## config.mk

```make
export PLATFORM = sky130hd
export DESIGN_NAME = swz_translator
export DESIGN_NICKNAME = d
export VERILOG_FILES = /design/src/rtl/swz_pkg.sv /design/src/rtl/swz_mode_sel.sv /design/src/rtl/swz_mode_reg.sv /design/src/rtl/swz_xlate.sv /design/src/rtl/swz_translator.sv
export SDC_FILE = /design/constraint.sdc
export NUM_CORES = 1
export LEC_CHECK = 0
export BUFFER_PORTS_ARGS = -buffer_cell sky130_fd_sc_hd__buf_2
export CAP_MARGIN = 20
export CORE_UTILIZATION = 36
export DETAILED_ROUTE_END_ITERATION = 16
export GPL_ROUTABILITY_DRIVEN = 0
export HOLD_SLACK_MARGIN = 0.1
export MAX_ROUTING_LAYER = met4
export PLACE_DENSITY = 0.85
export SETUP_SLACK_MARGIN = 0.5
export SYNTH_ARGS = -nofsm -noshare
export SYNTH_HDL_FRONTEND = slang
export SYNTH_SLANG_ARGS = --single-unit
```

## constraint.sdc

```tcl
create_clock -name clk_i -period 1.7 [get_ports clk_i]
set_clock_uncertainty 0.15 [all_clocks]
set_input_delay 0.34 -clock clk_i [delete_from_list [all_inputs] [get_ports clk_i]]
set_output_delay 0.34 -clock clk_i [all_outputs]
set_load 0.01 [all_outputs]
```

## src/rtl/swz_pkg.sv

```systemverilog
package swz_pkg;
  typedef enum logic [2:0] {
    SWZ_NONE     = 3'd0,
    SWZ_9        = 3'd1,
    SWZ_9_10     = 3'd2,
    SWZ_9_11     = 3'd3,
    SWZ_9_10_11  = 3'd4,
    SWZ_9_17     = 3'd5,
    SWZ_9_10_17  = 3'd6
  } swz_mode_e;

  typedef enum logic [1:0] {
    CH_SINGLE = 2'd0,
    CH_ASYM   = 2'd1,
    CH_ILV    = 2'd2,
    CH_RSVD   = 2'd3
  } chan_mode_e;

  typedef enum logic [1:0] {
    PLAT_DECODE = 2'd0,
    PLAT_NONE   = 2'd1,
    PLAT_BASE   = 2'd2,
    PLAT_RSVD   = 2'd3
  } plat_e;

  // bit 6 flip term for a mode, given the candidate high bits
  function automatic logic swz_flip(swz_mode_e m, logic b9, logic b10,
                                    logic b11, logic b17);
    logic f;
    f = 1'b0;
    unique case (m)
      SWZ_9:       f = b9;
      SWZ_9_10:    f = b9 ^ b10;
      SWZ_9_11:    f = b9 ^ b11;
      SWZ_9_10_11: f = b9 ^ b10 ^ b11;
      SWZ_9_17:    f = b9 ^ b17;
      SWZ_9_10_17: f = b9 ^ b10 ^ b17;
      default:     f = 1'b0;
    endcase
    return f;
  endfunction
endpackage

```

## src/rtl/swz_mode_sel.sv

```systemverilog
module swz_mode_sel
  import swz_pkg::*;
(
  input  logic [1:0] plat_i,
  input  logic [1:0] chan_mode_i,
  input  logic       xor_dis_i,
  input  logic       xor_src17_i,
  input  logic       rank_mismatch_i,
  input  logic       read_fail_i,
  output swz_mode_e  mode_x_o,
  output swz_mode_e  mode_y_o,
  output logic       unknown_o
);
  swz_mode_e dx, dy;
  logic      unk;

  always_comb begin
    dx  = SWZ_NONE;
    dy  = SWZ_NONE;
    unk = 1'b0;
    unique case (plat_e'(plat_i))
      PLAT_NONE: ;
      PLAT_BASE: begin
        dx = SWZ_9_10;
        dy = SWZ_9;
      end
      PLAT_RSVD: unk = 1'b1;
      default: begin
        unique case (chan_mode_e'(chan_mode_i))
          CH_SINGLE, CH_ASYM: ;
          CH_ILV: begin
            if (xor_dis_i) begin
              dx = SWZ_9_10;
              dy = SWZ_9;
            end else if (!xor_src17_i) begin
              dx = SWZ_9_10_11;
              dy = SWZ_9_11;
            end else begin
              dx = SWZ_9_10_17;
              dy = SWZ_9_17;
            end
          end
          default: unk = 1'b1;
        endcase
        if (rank_mismatch_i || read_fail_i) unk = 1'b1;
      end
    endcase
  end

  // unknown never escapes: report none instead
  assign mode_x_o  = unk ? SWZ_NONE : dx;
  assign mode_y_o  = unk ? SWZ_NONE : dy;
  assign unknown_o = unk;
endmodule

```

## src/rtl/swz_mode_reg.sv

```systemverilog
module swz_mode_reg
  import swz_pkg::*;
(
  input  logic      clk_i,
  input  logic      rst_ni,
  input  logic      cfg_strobe_i,
  input  swz_mode_e mode_x_i,
  input  swz_mode_e mode_y_i,
  input  logic      unknown_i,
  output swz_mode_e mode_x_o,
  output swz_mode_e mode_y_o,
  output logic      pin_pages_o
);
  swz_mode_e mx_q, my_q;
  logic      pin_q;

  always_ff @(posedge clk_i or negedge rst_ni) begin
    if (!rst_ni) begin
      mx_q  <= SWZ_NONE;
      my_q  <= SWZ_NONE;
      pin_q <= 1'b0;
    end else if (cfg_strobe_i) begin
      mx_q  <= mode_x_i;
      my_q  <= mode_y_i;
      pin_q <= pin_q | unknown_i;
    end
  end

  assign mode_x_o    = mx_q;
  assign mode_y_o    = my_q;
  assign pin_pages_o = pin_q;

  assert_mode_hold_R8: assert property (@(posedge clk_i) disable iff (!rst_ni)
    !cfg_strobe_i |=> ($stable(mx_q) && $stable(my_q)));

  assert_pin_sticky_R6: assert property (@(posedge clk_i) disable iff (!rst_ni)
    pin_q |=> pin_q);

  assert_unknown_none_R6: assert property (@(posedge clk_i) disable iff (!rst_ni)
    (cfg_strobe_i && unknown_i) |=> (pin_q && mx_q == SWZ_NONE && my_q == SWZ_NONE));

  assert_y_no_bit10_R3: assert property (@(posedge clk_i) disable iff (!rst_ni)
    !(my_q inside {SWZ_9_10, SWZ_9_10_11, SWZ_9_10_17}));
endmodule

```

## src/rtl/swz_xlate.sv

```systemverilog
module swz_xlate
  import swz_pkg::*;
#(
  parameter int ADDR_W  = 40,
  parameter bit OUT_REG = 1'b1
) (
  input  logic              clk_i,
  input  logic              rst_ni,
  input  swz_mode_e         mode_x_i,
  input  swz_mode_e         mode_y_i,
  input  logic              tile_y_i,
  input  logic [ADDR_W-1:0] addr_i,
  output logic [ADDR_W-1:0] addr_o
);
  localparam int SWZ_BIT = 6;
  localparam logic [ADDR_W-1:0] KEEP_MASK = ~(ADDR_W'(1) << SWZ_BIT);

  swz_mode_e         mode_sel;
  logic              flip;
  logic [ADDR_W-1:0] addr_c;

  initial begin
    if (ADDR_W < 18) $error("ADDR_W must cover bit 17");
  end

  assign mode_sel = tile_y_i ? mode_y_i : mode_x_i;
  assign flip     = swz_flip(mode_sel, addr_i[9], addr_i[10], addr_i[11], addr_i[17]);

  always_comb begin
    addr_c          = addr_i;
    addr_c[SWZ_BIT] = addr_i[SWZ_BIT] ^ flip;
  end

  generate
    if (OUT_REG) begin : g_reg
      logic [ADDR_W-1:0] addr_q;
      logic              seen_q;
      always_ff @(posedge clk_i or negedge rst_ni) begin
        if (!rst_ni) begin
          addr_q <= '0;
          seen_q <= 1'b0;
        end else begin
          addr_q <= addr_c;
          seen_q <= 1'b1;
        end
      end
      assign addr_o = addr_q;

      assert_passthru_R9: assert property (@(posedge clk_i) disable iff (!rst_ni)
        seen_q |-> ((addr_o & KEEP_MASK) == ($past(addr_i) & KEEP_MASK)));

      assert_none_ident_R1: assert property (@(posedge clk_i) disable iff (!rst_ni)
        (seen_q && $past(mode_sel) == SWZ_NONE) |-> (addr_o == $past(addr_i)));
    end else begin : g_comb
      assign addr_o = addr_c;

      always_comb begin
        if (rst_ni) begin
          assert_passthru_R9: assert ((addr_o & KEEP_MASK) == (addr_i & KEEP_MASK));
        end
      end
    end
  endgenerate
endmodule

```

## src/rtl/swz_translator.sv

```systemverilog
module swz_translator
  import swz_pkg::*;
#(
  parameter int ADDR_W  = 40,
  parameter bit OUT_REG = 1'b1
) (
  input  logic              clk_i,
  input  logic              rst_ni,
  input  logic              cfg_strobe_i,
  input  logic [1:0]        plat_i,
  input  logic [1:0]        chan_mode_i,
  input  logic              xor_dis_i,
  input  logic              xor_src17_i,
  input  logic              rank_mismatch_i,
  input  logic              read_fail_i,
  input  logic [ADDR_W-1:0] addr_i,
  input  logic              tile_y_i,
  output logic [ADDR_W-1:0] addr_o,
  output logic [2:0]        mode_x_o,
  output logic [2:0]        mode_y_o,
  output logic              pin_pages_o
);
  swz_mode_e dec_x, dec_y, held_x, held_y;
  logic      dec_unk;

  swz_mode_sel i_sel (
    .plat_i          (plat_i),
    .chan_mode_i     (chan_mode_i),
    .xor_dis_i       (xor_dis_i),
    .xor_src17_i     (xor_src17_i),
    .rank_mismatch_i (rank_mismatch_i),
    .read_fail_i     (read_fail_i),
    .mode_x_o        (dec_x),
    .mode_y_o        (dec_y),
    .unknown_o       (dec_unk)
  );

  swz_mode_reg i_reg (
    .clk_i        (clk_i),
    .rst_ni       (rst_ni),
    .cfg_strobe_i (cfg_strobe_i),
    .mode_x_i     (dec_x),
    .mode_y_i     (dec_y),
    .unknown_i    (dec_unk),
    .mode_x_o     (held_x),
    .mode_y_o     (held_y),
    .pin_pages_o  (pin_pages_o)
  );

  swz_xlate #(.ADDR_W(ADDR_W), .OUT_REG(OUT_REG)) i_xlate (
    .clk_i    (clk_i),
    .rst_ni   (rst_ni),
    .mode_x_i (held_x),
    .mode_y_i (held_y),
    .tile_y_i (tile_y_i),
    .addr_i   (addr_i),
    .addr_o   (addr_o)
  );

  assign mode_x_o = held_x;
  assign mode_y_o = held_y;

  assert_forced_no_pin_R7: assert property (@(posedge clk_i) disable iff (!rst_ni)
    (cfg_strobe_i && (plat_i == 2'd1 || plat_i == 2'd2) && !pin_pages_o) |=> !pin_pages_o);
endmodule

```

==> impl_metrics.yaml, run 1 <==
run_status:
  outcome: "finished with violations"
  violations: "negative setup slack"
power:
  p_switching_uw: 520.0
  p_sw_frac: 0.2252
  pwr-share-comb: 0.153
  fin_total_pwr_mw: 2.309
  p_per_area_nw_per_um2: 842.7
  pwr-share-clk: 0.341
  p_leak_nw: 1.362
  seqPwrFrac: 0.506
  vdd_drop_max_uv: 673.1
  internal-power_mw: 1.789
routing:
  final_antenna_net_count: 0
  vias: 1341
  drc: 0
  dr.first_iter.drc_count: 35
  via_per_inst: 4.608
  wl_per_cell_um: 15.70
  drtPass1Iterations: 4
  wl_mm: 4.570
global_routing:
  grt_util_met2: 0.4413
  grt_first_pass_wirelength_mm: 6.906
  grt_usage: 0.2335
  busiest_layer: "met2"
  grt_max_degree: 37
  grt_use_met3: 0.04655
  gr-usage-met1: 0.2281
  antenna_found_initial: 0
  grt_pass1_vias: 1449
  grt_overflow: 0
cts:
  path_clk_slew_ns: 0.08
  numCtsBuffers: 5
  cts_root_buffer: "clkbuf_8"
  cts_tree: "done"
  clock-sinks: 46
  cts_max_path_buffers: 2
  clk_latency_ns: 0.29
  h-tree-depth: 2
logic_synthesis:
  avgSynthCellArea_um2: 16.83
  synth_adder_area_share: 0
  yosys_warnings: 0
  syn_nets: 139
  synthSimpleGateAreaFrac: 0.05641
  yosys_most_used_dff: "dfrtp_1"
  synthMuxAreaShare: 0.04957
  syn_area_um2: 1464
  synth-seq-cells: 46
  synth_xor_area_frac: 0.005983
  synth_top_family_by_area: "compound AO/OA/AOI/OAI gates"
  ys_seq_area_frac: 0.7863
  synth_compound_area_frac: 0.07863
  synth_edf_count: 0
  async_flop_share: 1.000
  synth_cell_types: 29
  synth_cells: 87
cells_and_area:
  multi_input_area_um2: 324.1
  nFillCells: 244
  fin_nets: 294
  seq_area_um2: 1151
  area_growth_pct: 87.18
  final_cell_count_no_fill: 291
  layout_common_cells: "buf_2, dfrtp_1, dlygate4sd3_1"
  fin_area_um2: 2740
  drive_gt1_frac: 0.5226
  final_common_cell: "buf_2"
  diodes: 0
sta:
  max_freq_mhz: 557.7
  slew_viol_final: 0
  hold_viol: 0
  setup_violations: 1
  post-route-period-util: 1.055
  grt_setup_unrepaired: "true"
  period_needed_ns: 1.793
  setup_ws_ns: -0.09294
  tns_ns: -0.09294
critical_path:
  path_max_fanout: 3
  max_stage_delay_ns: 0.42
  end_kind: "flop"
  critical_path.startpoint: "i_reg.mode_x_o[1]"
  required_ns: 1.73
  timing.critical_path.mode_cell: "a211o_1"
  cp.buffers_inverters: 0
  cp_cell_sequence: "mux2_4, and3_4, a211o_1, a211o_1, o2111a_1"
  crit_slowest_cell: "dfrtp_1"
  critPathLaunchType: "flop"
  reg2reg_from: "i_reg.mode_x_o[1]"
  path_class: "flop to flop"
  critPathTopFamily: "compound AO/OA/AOI/OAI gates"
  cp.arrival_ns: 1.82
job:
  max-cap-violations: 0
floorplanning:
  pin_count: 99
  start_util: 0.3882
  core_region_area_um2: 3771
  rows: 22
  dieWidth_um: 65.77
  fp.dieH_um: 65.77
  dieArea_um2: 4326
place:
  dpl.hpwl_mm: 2.866
  placed_area_um2: 2112
  dp.cells: 240
  io_buffer_count: 97
worst_hold_path:
  worstHoldStart: "addr_i[9]"
  hp-class: "primary input to flop"
-- power by group through the flow --
stage               registers [mW]  logic [mW]  clock network, mW
global placement              1.18       0.239                  0
finish                        1.17       0.354              0.788
detailed placement            1.19       0.246                  0
floorplan                     1.22      0.0483                  0
CTS                           1.17       0.331              0.799
global route                  1.17       0.378              0.845
-- worst reg2reg max path, cell delays in order, from the launching register on --
cell      delay, ns
dfrtp_1        0.42
mux2_4         0.29
and3_4         0.17
a211o_1        0.24
a211o_1        0.29
o2111a_1       0.12
-- layer usage --
metal	part of all wire	wire [um]
met1	0.33	1527
met2	0.59	2715
met3	0.047	216
met4	0.024	110
met5	0	0
-- layout make-up --
type	instances	area share
Clock buffer	6	0.02648
Timing Repair Buffer	150	0.3954
Inverter	3	0.004110
Clock inverter	2	0.01370
Multi-Input combinational cell	36	0.1183
Tap cell	48	0.02192
Sequential cell	46	0.4201
-- worst paths after layout --
kind	endpoint	slack, ns	cells past startpoint
max	i_xlate.addr_o[6]	-0.09	5
min	i_xlate.addr_o[9]	0.15	2
max reg2reg	i_xlate.addr_o[6]	-0.09	5
min reg2reg	i_reg.pin_pages_o	0.32	1
max in group asynchronous	i_xlate.addr_o[32]	0.63	3
min in group asynchronous	i_xlate.addr_o[39]	0.31	2
-- per-stage QoR --
step / util / setup slack, ns / hold slack, ns
3_3_place_gp: 0.5601 / -0.2085 / 0.07843
5_1_grt: 0.7266 / -0.1383 / 0.1430
4_1_cts: 0.7107 / -0.09568 / 0.1426
3_5_place_dp: 0.5601 / -0.2476 / 0.07743
2_1_floorplan: - / -0.1106 / -0.1056
6_report: 0.7266 / -0.09294 / 0.1490
-- logic make-up (layout without fill, tap and decap cells) --
logic type,Yosys count,after routing
multiplexers,6,6
other,1,1
AND/OR/NAND/NOR,14,14
AO/OA/AOI/OAI,14,14
XOR/XNOR,1,1
buffers and inverters,5,161
flip-flops,46,46
-- synth_stat cells, types with 2 or more instances --
cell      number  area share
dfrtp_1       46        0.79
inv_1          3      0.0077
a211o_1        2       0.012
a211oi_1       2       0.010
a21o_1         2       0.010
mux2_2         2       0.015
mux2_4         2       0.021
mux2i_1        2       0.014
nand2_1        2      0.0051
nand3_1        2      0.0068
nor2_1         2      0.0051
nor4_1         2      0.0085
o21ai_0        2      0.0068
-- registers in the layout, indices dropped and copies added, names as in the netlist --
name               flops
i_reg.mode_y_o         3
i_reg.mode_x_o         2
i_reg.pin_pages_o      1
i_xlate.addr_o        40
-- repair_timing --
item,in CTS,in global routing
gates cloned,0,0
pin swaps,0,4
gates resized for setup,8,13
endpoints found under the setup margin,47,48
hold endpoints to repair,85,0
setup buffers,2,1
hold buffers,40,0
Power figures use the tool's default switching activity.
==> run 2: changes to the inputs <==
--- a/config.mk
+++ b/config.mk
@@ -7,7 +7,7 @@
 export LEC_CHECK = 0
 export BUFFER_PORTS_ARGS = -buffer_cell sky130_fd_sc_hd__buf_2
 export CAP_MARGIN = 20
-export CORE_UTILIZATION = 36
+export CORE_UTILIZATION = 37
 export DETAILED_ROUTE_END_ITERATION = 16
 export GPL_ROUTABILITY_DRIVEN = 0
 export HOLD_SLACK_MARGIN = 0.1
@@ -16,4 +16,5 @@
 export SETUP_SLACK_MARGIN = 0.5
 export SYNTH_ARGS = -nofsm -noshare
 export SYNTH_HDL_FRONTEND = slang
+export SYNTH_HIERARCHICAL = 1
 export SYNTH_SLANG_ARGS = --single-unit
==> impl_metrics.yaml, run 2 <==
cells_and_area:
  fin_area_um2: 2818
  final_common_cell: "buf_2"
  area_growth_pct: 77.46
  layout_common_cells: "buf_2, dfrtp_1, dlygate4sd3_1"
  fin_nets: 299
  drive_gt1_frac: 0.5524
  largest_register_ff_count: 40
  diodes: 0
floorplanning:
  dieWidth_um: 67.51
  rows: 23
  start_util: 0.3913
  core_region_area_um2: 4058
  pin_count: 99
  dieArea_um2: 4557
  fp.dieH_um: 67.51
logic_synthesis:
  async_flop_share: 1.000
  yosys-top-cells-count: "dfrtp_1, mux2_4, mux2i_1, nor3_1"
  post-synth-top-area-fraction: 0.7407
  synth_most_common_cell: "dfrtp_1"
  synth_cell_types: 29
  yosysTopAreaCell: "dfrtp_1"
  avgSynthCellArea_um2: 16.89
  syn_area_um2: 1588
  synth_top_cells_by_area: "dfrtp_1, mux2_4, mux2i_1, buf_6, nor3_1"
  synth-seq-cells: 47
  syn_nets: 146
  yosys_warnings: 6
  ys_seq_area_frac: 0.7407
  yosys_most_used_dff: "dfrtp_1"
  synth_cells: 94
  synth_edf_count: 0
cts:
  cts_root_buffer: "clkbuf_8"
  clk_latency_ns: 0.29
  cts_max_path_buffers: 2
  cts_tree: "done"
  path_clk_slew_ns: 0.09
  clock-sinks: 47
  h-tree-depth: 2
  numCtsBuffers: 5
sta:
  setup_violations: 1
  period_needed_ns: 1.764
  max_freq_mhz: 567.0
  setup_ws_ns: -0.06364
  tns_ns: -0.06364
  slew_viol_final: 0
  hold_viol: 0
  grt_setup_unrepaired: "true"
  post-route-period-util: 1.037
  holdWs_ns: 0.1470
job:
  max-cap-violations: 0
routing:
  wl_per_cell_um: 13.08
  drc: 0
  dr.first_iter.drc_count: 21
  final_antenna_net_count: 0
  via_per_inst: 4.470
  drtPass1Iterations: 3
  wl_mm: 3.898
  vias: 1332
critical_path:
  path_class: "flop to flop"
  cp.arrival_ns: 1.85
  path_max_fanout: 3
  critPathLaunchType: "flop"
  end_kind: "flop"
  required_ns: 1.78
place:
  dpl.hpwl_mm: 2.520
  placed_area_um2: 2222
  place_ws_ns: -0.2211
  io_buffer_count: 98
global_routing:
  grt_overflow: 0
  grt_max_degree: 48
  grt_usage: 0.1826
  antenna_found_initial: 0
  grt_pass1_vias: 1357
  grt_first_pass_wirelength_mm: 5.761
run_status:
  outcome: "finished with violations"
  violations: "negative setup slack"
worst_hold_path:
  hp-class: "primary input to flop"
power:
  p_leak_nw: 1.405
  vdd_drop_max_uv: 502.7
  p_per_area_nw_per_um2: 786.6
  fin_total_pwr_mw: 2.216
## run 2: final timing paths
path	cells past startpoint	end	slack, ns	startpoint
worst min register to register	1	i_reg/mode_x_o[0]	0.42	i_reg/mode_x_o[0]
max in group asynchronous	3	i_xlate/addr_o[28]	0.77	rst_ni
worst max register to register	5	i_xlate/addr_o[6]	-0.06	i_reg/mode_x_o[1]
min in group asynchronous	3	i_xlate/addr_o[18]	0.41	rst_ni
worst max-delay path	5	i_xlate/addr_o[6]	-0.06	i_reg/mode_x_o[1]
worst min-delay path	2	i_xlate/addr_o[9]	0.15	addr_i[9]
## run 2: critical path: stages (launching register included)
cell	delay, ns
dfrtp_1	0.43
mux2i_4	0.18
mux2_4	0.32
a311oi_2	0.21
mux2_1	0.34
nand3b_1	0.08
## run 2: cells by family (layout without fill, tap and decap cells)
kind of cell | count (synthesis) | after routing | share of synthesized area
buffers and inverters | 5 | 159 | 0.02364
muxes | 13 | 13 | 0.1111
and+or+nand+nor | 17 | 17 | 0.06384
AOI/OAI and AO/OA | 10 | 10 | 0.05279
other | 1 | 1 | 0.002362
DFF | 47 | 47 | 0.7407
xor gates and xnor gates | 1 | 1 | 0.005517
## run 2: where the power goes
part	internal, mW	switching (mW)	leakage [nW]
Sequential	1.17	0.0233	0.555
Clock	0.295	0.358	0.0418
Combinational	0.218	0.147	0.809
## run 2: through the flow
stage,util,std cells
final,0.6944,298
after global routing,0.6944,298
after CTS,0.6784,296
after detailed placement,0.5476,247
after global placement,0.5476,247
after floorplan,-,94
## run 2: what timing repair did
action	in CTS	in global routing
resized for setup	7	9
endpoints found under the setup margin	51	53
hold endpoints to repair	85	0
hold buffers	39	0
buffers inserted	2	2
## run 2: metal layers
metal | track usage | wire (um) | vias up
li1 | - | - | 624
met1 | 0.1688 | 1341 | 630
met2 | 0.3515 | 2152 | 71
met3 | 0.05912 | 351 | 7
met4 | 0.04787 | 53 | 0
met5 | - | 0 | -
## run 2: final cells by class
type                            instances  area [um2]
Fill cell                             293        1240
Sequential cell                        47        1176
Clock buffer                            6       72.57
Timing Repair Buffer                  149        1080
Clock inverter                          2       16.27
Inverter                                2       7.507
Multi-Input combinational cell         42       402.9
Tap cell                               50       62.56
==> run 3: changes to the inputs <==
--- a/config.mk
+++ b/config.mk
@@ -18,3 +18,4 @@
 export SYNTH_HDL_FRONTEND = slang
 export SYNTH_HIERARCHICAL = 1
 export SYNTH_SLANG_ARGS = --single-unit
+export TNS_END_PERCENT = 5
==> impl_metrics.yaml, run 3 (synthesized netlist as in run 2, its figures left out) <==
place:
  placed_area_um2: 2211
  dpl.hpwl_mm: 2.601
  io_buffer_count: 98
  place_ws_ns: -0.2395
sta:
  slew_viol_final: 0
  holdWs_ns: -0.1579
  setup_violations: 1
  period_needed_ns: 1.782
  post-route-period-util: 1.049
  setup_ws_ns: -0.08245
  hold_viol: 19
  max_freq_mhz: 561.0
  tns_ns: -0.08245
  grt_setup_unrepaired: "true"
floorplanning:
  rows: 23
  pin_count: 99
  dieWidth_um: 67.51
  core_region_area_um2: 4058
  dieArea_um2: 4557
  fp.dieH_um: 67.51
  start_util: 0.3913
global_routing:
  grt_pass1_vias: 1365
  grt_first_pass_wirelength_mm: 6.003
  antenna_found_initial: 0
  grt_overflow: 0
  grt_max_degree: 29
  grt_usage: 0.1896
cts:
  h-tree-depth: 2
  cts_max_path_buffers: 2
  cts_root_buffer: "clkbuf_8"
  clk_latency_ns: 0.29
  hold_buffers: 38
  cts_tree: "done"
  clock-sinks: 47
  numCtsBuffers: 5
  path_clk_slew_ns: 0.09
critical_path:
  path_class: "flop to flop"
  reg2reg_from: "i_reg/mode_y_o[1]"
  path_max_fanout: 3
  end_kind: "flop"
  cp_cell_sequence: "mux2i_4, mux2_4, a311oi_2, mux2_1, nand3b_1"
  max_stage_delay_ns: 0.43
  reg2reg_slack_ns: -0.08
  reg2reg_depth: 5
  cp.arrival_ns: 1.86
  timing.rr.end: "i_xlate/addr_o[6]"
  required_ns: 1.78
  crit_slowest_cell: "dfrtp_1"
  critPathLaunchType: "flop"
power:
  seqPwrFrac: 0.533
  vdd_drop_max_uv: 477.0
  fin_total_pwr_mw: 2.246
  pwr-share-clk: 0.307
  p_per_area_nw_per_um2: 802.8
  p_sw_frac: 0.2353
  p_leak_nw: 1.399
  internal-power_mw: 1.718
  pwr-share-comb: 0.160
  p_switching_uw: 528.5
job:
  max-cap-violations: 0
routing:
  drtPass1Iterations: 4
  wl_per_cell_um: 13.59
  dr.first_iter.drc_count: 32
  final_antenna_net_count: 0
  via_per_inst: 4.490
  drc: 0
  vias: 1329
  wl_mm: 4.024
cells_and_area:
  fin_nets: 297
  area_growth_pct: 76.20
  largest_register_ff_count: 40
  diodes: 0
  seq_area_um2: 1176
  final_common_cell: "buf_2"
  multi_input_area_um2: 414.1
  layout_common_cells: "buf_2, dfrtp_1, dlygate4sd3_1"
  fin_area_um2: 2798
  nFillCells: 287
  drive_gt1_frac: 0.5569
run_status:
  violations: "negative hold slack, negative setup slack"
  outcome: "finished with violations"
worst_hold_path:
  hp-class: "primary input to asynchronous set/reset pin"
run 3: layout make-up:
cell class | instances | share of cell area
Clock buffer | 7 | 0.03086
Clock inverter | 1 | 0.003131
Inverter | 2 | 0.002683
Multi-Input combinational cell | 42 | 0.1480
Sequential cell | 47 | 0.4204
Tap cell | 50 | 0.02236
Timing Repair Buffer | 147 | 0.3725
run 3: worst max-delay path by stage:
stage	start	to	slack (ns)	depth (start not counted)
after CTS	i_reg/mode_y_o[1]	i_xlate/addr_o[6]	-0.10	5
after global routing	i_reg/mode_y_o[1]	i_xlate/addr_o[6]	-0.14	5
after floorplan	tile_y_i	i_xlate/addr_o[6]	-0.10	6
final	i_reg/mode_y_o[1]	i_xlate/addr_o[6]	-0.08	5
after detailed placement	tile_y_i	i_xlate/addr_o[6]	-0.24	7
after global placement	tile_y_i	i_xlate/addr_o[6]	-0.18	7
run 3: routing by layer:
layer / part of all wire / GRT usage / vias to the layer above
met4: 0.013 / 0.06915 / 0
met2: 0.52 / 0.3317 / 77
met3: 0.090 / 0.06250 / 8
li1: - / - / 620
met1: 0.37 / 0.1959 / 624
met5: 0 / - / -
run 3: stage by stage:
| step | cells | utilization |
|---|---|---|
| floorplan | 94 | - |
| global placement | 249 | 0.5449 |
| detailed placement | 249 | 0.5449 |
| CTS | 296 | 0.6728 |
| global route | 296 | 0.6895 |
| finish | 296 | 0.6895 |
run 3: critical path, delay by kind of cell (launching register included):
family | cells | cell delay, ns
mux | 3 | 0.86
flops | 1 | 0.43
compound gates | 1 | 0.20
simple gates | 1 | 0.08
run 3: what timing repair did:
action | 4_1_cts | 5_1_grt
pin swaps | 5 | 6
setup buffers | 1 | 0
cloned | 0 | 0
gates resized for setup | 8 | 11
endpoints found under the setup margin | 53 | 53
hold endpoints to repair | 57 | 19
run 3: power groups by stage:
stage | clock [mW] | sequential (mW) | combinational [mW]
floorplan | 0 | 1.25 | 0.0722
global placement | 0 | 1.21 | 0.266
detailed placement | 0 | 1.22 | 0.275
CTS | 0.716 | 1.19 | 0.347
global route | 0.761 | 1.20 | 0.393
finish | 0.689 | 1.20 | 0.360
